--- src/rtl/cst_pkg.sv ---
package cst_pkg;

  typedef enum logic [2:0] {
    PH_IDLE, PH_ADR, PH_CE, PH_STB, PH_RDYW, PH_WAITX, PH_HOLD, PH_PAUSE
  } cst_phase_e;

  localparam int SCW = 4;

  // multiplier code to clock scale
  function automatic logic [SCW-1:0] mult_scale(input logic [1:0] code);
    case (code)
      2'd0:    return SCW'(4);
      2'd1:    return SCW'(1);
      2'd2:    return SCW'(2);
      default: return SCW'(8);
    endcase
  endfunction

  function automatic logic strobe_phase(input cst_phase_e p);
    return (p == PH_STB) || (p == PH_RDYW) || (p == PH_WAITX);
  endfunction

  function automatic logic enable_phase(input cst_phase_e p);
    return strobe_phase(p) || (p == PH_CE) || (p == PH_HOLD);
  endfunction

  function automatic logic counted_phase(input cst_phase_e p);
    return (p != PH_IDLE) && (p != PH_RDYW);
  endfunction

endpackage

--- src/rtl/cst_prescaler.sv ---
module cst_prescaler
  import cst_pkg::*;
(
  input  logic       clk,
  input  logic       rst_n,
  input  logic       run,
  input  logic [1:0] mult_code,
  output logic       tick
);
  logic [SCW-1:0] cnt_q;
  logic [SCW-1:0] last;

  assign last = mult_scale(mult_code) - SCW'(1);
  assign tick = run && (cnt_q == last);

  always_ff @(posedge clk or negedge rst_n) begin
    if (!rst_n)             cnt_q <= '0;
    else if (!run || tick)  cnt_q <= '0;
    else                    cnt_q <= cnt_q + SCW'(1);
  end
endmodule

--- src/rtl/cst_sequencer.sv ---
module cst_sequencer
  import cst_pkg::*;
#(
  parameter int FW = 6
) (
  input  logic          clk,
  input  logic          rst_n,
  input  logic          start,
  input  logic          wr_q,
  input  logic          tick,
  input  logic          waitm,
  input  logic          rdy,
  input  logic [FW-1:0] f_adr,
  input  logic [FW-1:0] f_ce,
  input  logic [FW-1:0] f_oe,
  input  logic [FW-1:0] f_we,
  input  logic [FW-1:0] f_rdhld,
  input  logic [FW-1:0] f_wrhld,
  input  logic [FW-1:0] f_pause,
  input  logic [FW-1:0] f_wait,
  output cst_phase_e    phase,
  output logic          counting,
  output logic          strobe_end,
  output logic          cycle_end
);
  cst_phase_e    nxt;
  logic [FW-1:0] units_q;
  logic [FW-1:0] load_val;
  logic          expire;

  assign counting = counted_phase(phase);
  assign expire   = tick && (units_q == '0);

  always_comb begin
    nxt = phase;
    case (phase)
      PH_IDLE:  if (start) nxt = PH_ADR;
      PH_RDYW:  if (rdy)   nxt = PH_WAITX;
      PH_ADR:   if (expire) nxt = PH_CE;
      PH_CE:    if (expire) nxt = PH_STB;
      PH_STB:   if (expire) nxt = !waitm ? PH_HOLD : (rdy ? PH_WAITX : PH_RDYW);
      PH_WAITX: if (expire) nxt = PH_HOLD;
      PH_HOLD:  if (expire) nxt = PH_PAUSE;
      PH_PAUSE: if (expire) nxt = PH_IDLE;
      default:  nxt = PH_IDLE;
    endcase
  end

  always_comb begin
    case (nxt)
      PH_ADR:   load_val = f_adr;
      PH_CE:    load_val = f_ce;
      PH_STB:   load_val = wr_q ? f_we : f_oe;
      PH_WAITX: load_val = f_wait;
      PH_HOLD:  load_val = wr_q ? f_wrhld : f_rdhld;
      PH_PAUSE: load_val = f_pause;
      default:  load_val = '0;
    endcase
  end

  assign strobe_end = ((phase == PH_STB) || (phase == PH_WAITX)) && (nxt == PH_HOLD);
  assign cycle_end  = (phase == PH_PAUSE) && (nxt == PH_IDLE);

  always_ff @(posedge clk or negedge rst_n) begin
    if (!rst_n) begin
      phase   <= PH_IDLE;
      units_q <= '0;
    end else begin
      phase <= nxt;
      if (nxt != phase)     units_q <= load_val;
      else if (tick)        units_q <= units_q - FW'(1);
    end
  end
endmodule

--- src/rtl/cst_datapath.sv ---
module cst_datapath #(
  parameter int AW = 16,
  parameter int DW = 16
) (
  input  logic          clk,
  input  logic          rst_n,
  input  logic          accept,
  input  logic          req_write,
  input  logic [AW-1:0] req_addr,
  input  logic [DW-1:0] req_wdata,
  input  logic          capture,
  input  logic [DW-1:0] din,
  output logic          wr_q,
  output logic [AW-1:0] addr_q,
  output logic [DW-1:0] wdata_q,
  output logic [DW-1:0] rd_q
);
  always_ff @(posedge clk or negedge rst_n) begin
    if (!rst_n) begin
      wr_q    <= 1'b0;
      addr_q  <= '0;
      wdata_q <= '0;
    end else if (accept) begin
      wr_q    <= req_write;
      addr_q  <= req_addr;
      wdata_q <= req_wdata;
    end
  end

  always_ff @(posedge clk or negedge rst_n) begin
    if (!rst_n)                 rd_q <= '0;
    else if (capture && !wr_q)  rd_q <= din;
  end
endmodule

--- src/rtl/cst_bus_timer.sv ---
module cst_bus_timer
  import cst_pkg::*;
#(
  parameter int AW = 16,
  parameter int DW = 16,
  parameter int FW = 6
) (
  input  logic          clk,
  input  logic          rst_n,
  input  logic          cfg_en,
  input  logic [1:0]    cfg_mult,
  input  logic          cfg_waitm,
  input  logic          cfg_dmack_on,
  input  logic [FW-1:0] cfg_adr,
  input  logic [FW-1:0] cfg_ce,
  input  logic [FW-1:0] cfg_oe,
  input  logic [FW-1:0] cfg_we,
  input  logic [FW-1:0] cfg_rdhld,
  input  logic [FW-1:0] cfg_wrhld,
  input  logic [FW-1:0] cfg_pause,
  input  logic [FW-1:0] cfg_wait,
  input  logic          req_valid,
  input  logic          req_write,
  input  logic [AW-1:0] req_addr,
  input  logic [DW-1:0] req_wdata,
  output logic          req_ready,
  output logic          done,
  output logic [DW-1:0] rd_data,
  output logic [AW-1:0] bus_addr,
  output logic          bus_ce_n,
  output logic          bus_oe_n,
  output logic          bus_we_n,
  output logic [DW-1:0] bus_data_o,
  output logic          bus_data_oe,
  input  logic [DW-1:0] bus_data_i,
  input  logic          bus_rdy,
  output logic          bus_dmack_n
);
  cst_phase_e    phase;
  logic          accept, skip_evt, counting, tick;
  logic          strobe_end, cycle_end, wr_q, done_q;
  logic [DW-1:0] wdata_q;

  assign req_ready = (phase == PH_IDLE);
  assign accept    = req_valid && req_ready && cfg_en;
  assign skip_evt  = req_valid && req_ready && !cfg_en;

  cst_prescaler u_pre (
    .clk(clk), .rst_n(rst_n), .run(counting), .mult_code(cfg_mult), .tick(tick)
  );

  cst_sequencer #(.FW(FW)) u_seq (
    .clk(clk), .rst_n(rst_n), .start(accept), .wr_q(wr_q), .tick(tick),
    .waitm(cfg_waitm), .rdy(bus_rdy),
    .f_adr(cfg_adr), .f_ce(cfg_ce), .f_oe(cfg_oe), .f_we(cfg_we),
    .f_rdhld(cfg_rdhld), .f_wrhld(cfg_wrhld), .f_pause(cfg_pause), .f_wait(cfg_wait),
    .phase(phase), .counting(counting), .strobe_end(strobe_end), .cycle_end(cycle_end)
  );

  cst_datapath #(.AW(AW), .DW(DW)) u_dp (
    .clk(clk), .rst_n(rst_n), .accept(accept), .req_write(req_write),
    .req_addr(req_addr), .req_wdata(req_wdata), .capture(strobe_end),
    .din(bus_data_i), .wr_q(wr_q), .addr_q(bus_addr), .wdata_q(wdata_q), .rd_q(rd_data)
  );

  always_ff @(posedge clk or negedge rst_n) begin
    if (!rst_n) done_q <= 1'b0;
    else        done_q <= cycle_end || skip_evt;
  end
  assign done = done_q;

  always_comb begin
    bus_ce_n    = !enable_phase(phase);
    bus_oe_n    = !(strobe_phase(phase) && !wr_q);
    bus_we_n    = !(strobe_phase(phase) && wr_q);
    bus_data_oe = enable_phase(phase) && wr_q;
    bus_data_o  = wdata_q;
    bus_dmack_n = !(cfg_dmack_on && enable_phase(phase));
  end
endmodule

--- config.mk ---
export PLATFORM = sky130hd
export DESIGN_NAME = cst_bus_timer
export DESIGN_NICKNAME = d
export VERILOG_FILES = /design/src/rtl/cst_pkg.sv /design/src/rtl/cst_prescaler.sv /design/src/rtl/cst_sequencer.sv /design/src/rtl/cst_datapath.sv /design/src/rtl/cst_bus_timer.sv
export SDC_FILE = /design/constraint.sdc
export NUM_CORES = 1
export LEC_CHECK = 0
export ABC_AREA = 0
export ABC_CLOCK_PERIOD_IN_PS = 3500
export BUFFER_PORTS_ARGS = -buffer_cell sky130_fd_sc_hd__buf_2
export CORE_ASPECT_RATIO = 1.75
export CORE_MARGIN = 2
export CORE_UTILIZATION = 51
export CTS_CLUSTER_DIAMETER = 60
export DETAILED_ROUTE_END_ITERATION = 12
export PLACE_DENSITY = 0.86
export RECOVER_POWER = 50
export SLEW_MARGIN = 5
export SYNTH_ARGS = -nofsm -noshare
export SYNTH_HDL_FRONTEND = slang
export SYNTH_SLANG_ARGS = --single-unit
export TNS_END_PERCENT = 50
--- constraint.sdc ---
create_clock -name clk -period 3.5 [get_ports clk]
set_input_delay 0.175 -clock clk [delete_from_list [all_inputs] [get_ports clk]]
set_output_delay 0.175 -clock clk [all_outputs]
set_load 0.005 [all_outputs]
After elaboration in Yosys (flattened, before gate mapping)
Index checks and enable logic that the tools add are counted.
- register bits after elaboration: 63
- logic and storage cells: 80
- add/sub/neg operators: 3
- equality and inequality tests: 18
- mux-type cells: 18
- reductions and logical operators: 33
- operators by type and width (kind ; number):
    $pmux 6 s6 ; 1
    $mux 3 ; 9
    $mux 6 ; 4
    $pmux 3 s8 ; 1
    $eq 3x3->1 const B ; 7
    $logic_and 1x1->1 ; 13
    $eq 3x2->1 const B ; 4
    $pmux 4 s3 ; 1
    $logic_not 1->1 ; 7
    $logic_or 1x1->1 ; 7
    $eq 3x1->1 const B ; 2
    $logic_not 3->1 ; 2
    $logic_not 6->1 ; 1
    $sub 6x1->6 const B ; 1
    $add 4x1->4 const B ; 1
    $eq 4x4->1 ; 1
    $mux 4 ; 1
    $sub 4x1->4 const B ; 1
    $ne 3x3->1 ; 1
    $ne 3x3->1 const B ; 1
    $reduce_bool 3->1 ; 1
    $eq 2x1->1 const B ; 1
    $eq 2x2->1 const B ; 1
    $logic_not 2->1 ; 1
    other kinds (2) ; 2

Logic depth before layout (Yosys ltp)
- depth after elaboration: 11
- gate-level depth with buffers: 10
- depth with buffers taken out: 9

By module
A second synthesis with hierarchy kept.
- cells, all modules: 322
- area, all modules: 3714.8 um2
- by module, submodules not included (module ; instances ; cells an instance ; area each (um2) ; seq. area each (um2)):
    cst_datapath ; 1 ; 105 ; 1869.3 ; 1226.2
    cst_sequencer ; 1 ; 178 ; 1455.1 ; 225.2
    cst_prescaler ; 1 ; 26 ; 271.5 ; 100.1
    cst_bus_timer ; 1 ; 13 ; 118.9 ; 25.0

Least setup slack after synthesis
OpenSTA, ideal clock, no wires.
- path type: reg-to-reg
- from: register u_seq.units_q[0]
- to: register u_seq.units_q[2]
- setup time: 0.129 ns
- arrival: 2.227 ns
- required time: 3.371 ns
- slack: 1.144 ns
- cell stages (with the launch flop): 10
- path buffers: 0
- cells stage by stage: dfrtp_1 > inv_1 > ha_1 > nor3b_1 > nand4_1 > nor3_4 > xnor2_2 > mux2_4 > a2111oi_2 > nor2_1
- word-level cells in the longest chain between the ends: 7
- elaborated cells on any way between the ends: 21
- RTL lines (item ; RTL line ; RTL):
    start: declaration ; cst_sequencer.sv:27 ; logic [FW-1:0] units_q;
    start signal: assignment ; cst_sequencer.sv:70 ; if (nxt != phase) units_q <= load_val;
    start signal: assignment ; cst_sequencer.sv:71 ; else if (tick) units_q <= units_q - FW'(1);
    $logic_not 6->1 ; cst_sequencer.sv:32 ; assign expire = tick && (units_q == '0);
    $logic_and 1x1->1 ; cst_sequencer.sv:32 ;
    $mux 3 (tied with other cells) ; cst_sequencer.sv:44 ; PH_PAUSE: if (expire) nxt = PH_IDLE;
    $pmux 3 s8 ; cst_sequencer.sv:36 ; case (phase)
    $eq 3x3->1 (tied with other cells) ; cst_sequencer.sv:50 ; case (nxt)
    $pmux 6 s6 ; cst_sequencer.sv:50 ;
    $mux 6 ; cst_sequencer.sv:70 ;
Parallel ways exist; a longest one is shown, timed or not. The select of a mux whose other input is x is not followed.
A chain may end at the register's enable or synchronous reset.

Worst setup path after layout
Same ends and word-level chain as after synthesis.

==> results.md <==
• Setup Total Neg Slack: 0 ns
• unrepaired setup endpoints after global routing: false
• Final WS setup: 0.862 ns
• net count of the mapped netlist: 415
• post-detailed-route DRC marker count: 0
• status: finished with violations
• Initial DRC Count: 103
• share of post-route cells with drive strength above 1: 48.8%
• worst hold stages: 2
• CTS Buf Count: 9
• die boundary height: 112 um
• Crit Reg-Reg Endpoint: u_seq.units_q[2]$_DFFE_PN0P_
• fraction of synthesized cell area taken by the top area cell type: 46.0%
• Post-Synthesis Cells: 303
• Synth Area per Inst: 11.3 um^2
• launch point of the worst hold path: cfg_en
• logic depth of the worst register-to-register path: 9
• biggest area contributors in the synthesized netlist: sky130_fd_sc_hd__dfrtp_1 (46%), sky130_fd_sc_hd__mux2_2 (20%), sky130_fd_sc_hd__mux2i_1 (2.6%), sky130_fd_sc_hd__ha_1 (2.2%), sky130_fd_sc_hd__nand2_1 (2.0%)
• DRT Wirelength: 8990 um
• number of synthesized register bits: 63
• final setup skew: 0.00518 ns
• Area Overhead vs Synth: 34.6%
• number of pins with negative max-slew slack in the final report: 36
• measured slew at the worst slew-check pin: 1.87 ns
• required arrival time at the worst endpoint: 3.70 ns
• worst slack at placement: 0.857 ns
• via count of the first global-routing pass: 3156
• critical path arrival: 2.84 ns
• number of H-tree branching levels: 3
• count of max-cap constraint violations: 1
• total number of yosys warnings: 0
• CP max FO: 7
• commonest non-fill, non-tap cell in the layout: sky130_fd_sc_hd__buf_2
• worst-case hold path end point: done$_DFF_PN0_
• starting utilization of the core area: 52.4%
• Final Hold Viols: 0
• placer's final routability congestion estimate: 0.941
• Wirelength per Cell: 16.3 um
• CTS tree: yes
• Min-Delay Path Class: in2reg
• distinct cell type count of the synthesized netlist: 46
• worst ir drop on vdd: 0.000640 V
• launch instance of the worst register-to-register path: u_seq.units_q[0]$_DFFE_PN0P_
• area enclosed by the die boundary: 7420 um^2
• final setup fails: 0
• Highest Clock Rate: 0.379 GHz
• Worst setup SP type: flip-flop
• number of iterations in the first detailed-routing pass: 4
• reg-to-reg setup timing slack: 0.86 ns
• Post-synth EDFFs: 0
• kind of capture point of the worst setup path: flip-flop
• DR vias: 3024
• number of primary I/O pins: 161
• die extent in x: 66.0 um
• violations in the final reports: max-capacitance violations, max-slew violations
• Filler cells: 508
• total global routing overflow: 0
• Layout Nets: 578
• fraction of the cycle the final worst path needs: 75.4%
• clk slew on worst S/H paths: 0.05 ns
• area inside the core boundary: 6540 um^2
• static leakage power: 2.34 nW
• clock buffer depth: 2
• asr flop ratio synth: 100%
• post-CTS setup buffers: 0
• via/cell ratio: 5.49
• global-route wire length before repair: 14200 um
• Crit Path Category: reg2reg
• Row Count: 39
• post-route minimum period: 2.64 ns
• share of the yosys chip area belonging to registers: 46.0%
• commonest cells after routing, fill and taps aside: sky130_fd_sc_hd__buf_2 (141), sky130_fd_sc_hd__dfrtp_1 (63), sky130_fd_sc_hd__mux2_2 (60)
• relative max-transition margin: -24.6%
• buffers added on ports: 160
• largest net degree at the start of global routing: 36
• Post-Synthesis Cell Area: 3430 um^2
• Global Route Usage Sum: 25.1%
• # clock sinks: 63
• leading area contributor after synthesis: sky130_fd_sc_hd__dfrtp_1
• diode insertion count for antenna repair: 0
• clock latency at the later pin of the worst-skew pair: 0.32 ns
• initial antenna violation count: 0
• Clk Tree Root Cell: sky130_fd_sc_hd__clkbuf_16
• HPWL after detailed placement: 6870 um
• remaining number of nets flagged by the antenna check after routing: 0
• Power per Cell Area: 861 nW/um^2
• Post-synth top flop: sky130_fd_sc_hd__dfrtp_1
• Final Total Pwr: 3.97 mW
## worst max-delay path by stage
| stage | from | to | slack, ns | cells after the start |
|---|---|---|---|---|
| after floorplan | u_seq.units_q[0]$_DFFE_PN0P_ | u_seq.units_q[2]$_DFFE_PN0P_ | 1.14 | 9 |
| after global placement | cfg_mult[0] | u_seq.units_q[2]$_DFFE_PN0P_ | 0.90 | 9 |
| after detailed placement | cfg_mult[0] | u_seq.units_q[2]$_DFFE_PN0P_ | 0.86 | 9 |
| after CTS | u_seq.units_q[0]$_DFFE_PN0P_ | u_seq.units_q[2]$_DFFE_PN0P_ | 0.88 | 9 |
| after global routing | rst_n | u_dp.addr_q[14]$_DFFE_PN0P_ | 0.54 | 3 |
| final | u_seq.units_q[0]$_DFFE_PN0P_ | u_seq.units_q[2]$_DFFE_PN0P_ | 0.86 | 9 |
## report_power, final
group | internal (mW) | leakage (nW) | switching, mW
clock network | 0.613 | 0.144 | 0.297
registers | 1.08 | 0.817 | 0.314
logic | 0.867 | 1.38 | 0.799
total | 2.56 | 2.34 | 1.41
## state kept, by name, indices dropped and copies added (netlist names)
register	cells
u_dp.rd_q	16
u_dp.wdata_q	16
done	1
u_dp.addr_q	16
u_pre.cnt_q	4
u_dp.wr_q	1
u_seq.units_q	6
u_seq.phase	3
## cell type report
class | count | area [um^2] | share of cell area, %
multi-input combinational | 217 | 1770 | 38.4
sequential | 63 | 1580 | 34.2
timing repair buffer | 167 | 830 | 18.0
clock buffer | 10 | 229 | 4.96
tap | 82 | 103 | 2.22
clock inverter | 4 | 72.6 | 1.57
inverter | 8 | 30.0 | 0.651
## kinds of logic after synthesis
kind of cell / count (synthesis) / synth area share, %
DFF: 63 / 46.0
and+or+nand+nor: 85 / 13.7
adders and majority gates: 6 / 2.19
buffers and inverters: 23 / 2.52
xor gates and xnor gates: 9 / 2.52
AOI/OAI and AO/OA: 46 / 9.86
muxes: 71 / 23.2
## metrics by stage
| step | util, % | area [um^2] | cells | hold slack [ns] |
|---|---|---|---|---|
| 6_report | 70.5 | 4610 | 551 | 0.0808 |
| 4_1_cts | 70.9 | 4640 | 551 | 0.0647 |
| 3_5_place_dp | 66.2 | 4330 | 536 | 0.300 |
| 5_1_grt | 70.5 | 4610 | 551 | 0.0695 |
| 2_1_floorplan | - | 3430 | 303 | -0.121 |
| 3_3_place_gp | 66.2 | 4330 | 536 | 0.288 |
## metal layers
metal | part of all wire (%) | global-route usage, % | wire (um)
met3 | 6.1 | 4.41 | 544
met4 | 3.2 | 13.6 | 291
met1 | 35 | 25.1 | 3150
met2 | 56 | 47.0 | 5000
met5 | 0 | 0 | 0
## synthesized netlist by cell type, types with 2 or more instances
cell type and instances:
sky130_fd_sc_hd__nor3_1 5, sky130_fd_sc_hd__xor2_1 3, sky130_fd_sc_hd__and3_1 6, sky130_fd_sc_hd__nand2b_1 4
sky130_fd_sc_hd__xnor2_1 5, sky130_fd_sc_hd__nor2_1 16, sky130_fd_sc_hd__o32a_1 2, sky130_fd_sc_hd__ha_1 6
sky130_fd_sc_hd__buf_1 2, sky130_fd_sc_hd__nand4b_1 2, sky130_fd_sc_hd__a32oi_1 4, sky130_fd_sc_hd__a21oi_1 10
sky130_fd_sc_hd__nor3b_1 5, sky130_fd_sc_hd__o2bb2ai_1 3, sky130_fd_sc_hd__o21a_1 5, sky130_fd_sc_hd__o21ai_0 5
sky130_fd_sc_hd__nand3_1 6, sky130_fd_sc_hd__and2_1 2, sky130_fd_sc_hd__dfrtp_1 63, sky130_fd_sc_hd__and4_1 3
sky130_fd_sc_hd__nand4_1 6, sky130_fd_sc_hd__nor2b_1 7, sky130_fd_sc_hd__mux2i_1 9, sky130_fd_sc_hd__mux2_2 60
sky130_fd_sc_hd__o32ai_1 2, sky130_fd_sc_hd__mux2_4 2, sky130_fd_sc_hd__o211ai_1 5, sky130_fd_sc_hd__nand2_1 18
sky130_fd_sc_hd__inv_1 8, sky130_fd_sc_hd__clkbuf_1 13
## worst max-delay path, cell delays in order (launching register included)
cell                        delay (ns)
sky130_fd_sc_hd__dfrtp_1          0.41
sky130_fd_sc_hd__inv_1            0.09
sky130_fd_sc_hd__ha_1             0.13
sky130_fd_sc_hd__nor3b_1          0.33
sky130_fd_sc_hd__nand4_1          0.26
sky130_fd_sc_hd__nor3_4           0.24
sky130_fd_sc_hd__xnor2_2          0.26
sky130_fd_sc_hd__mux2_4           0.35
sky130_fd_sc_hd__a2111oi_2        0.36
sky130_fd_sc_hd__nor2_1           0.08
## what timing repair did
action | in CTS | in global routing
endpoints found under the hold margin | 34 | 0
resized for setup | 0 | 0
hold buffers | 1 | 0
Note: power is estimated with default switching activity, not from simulation.
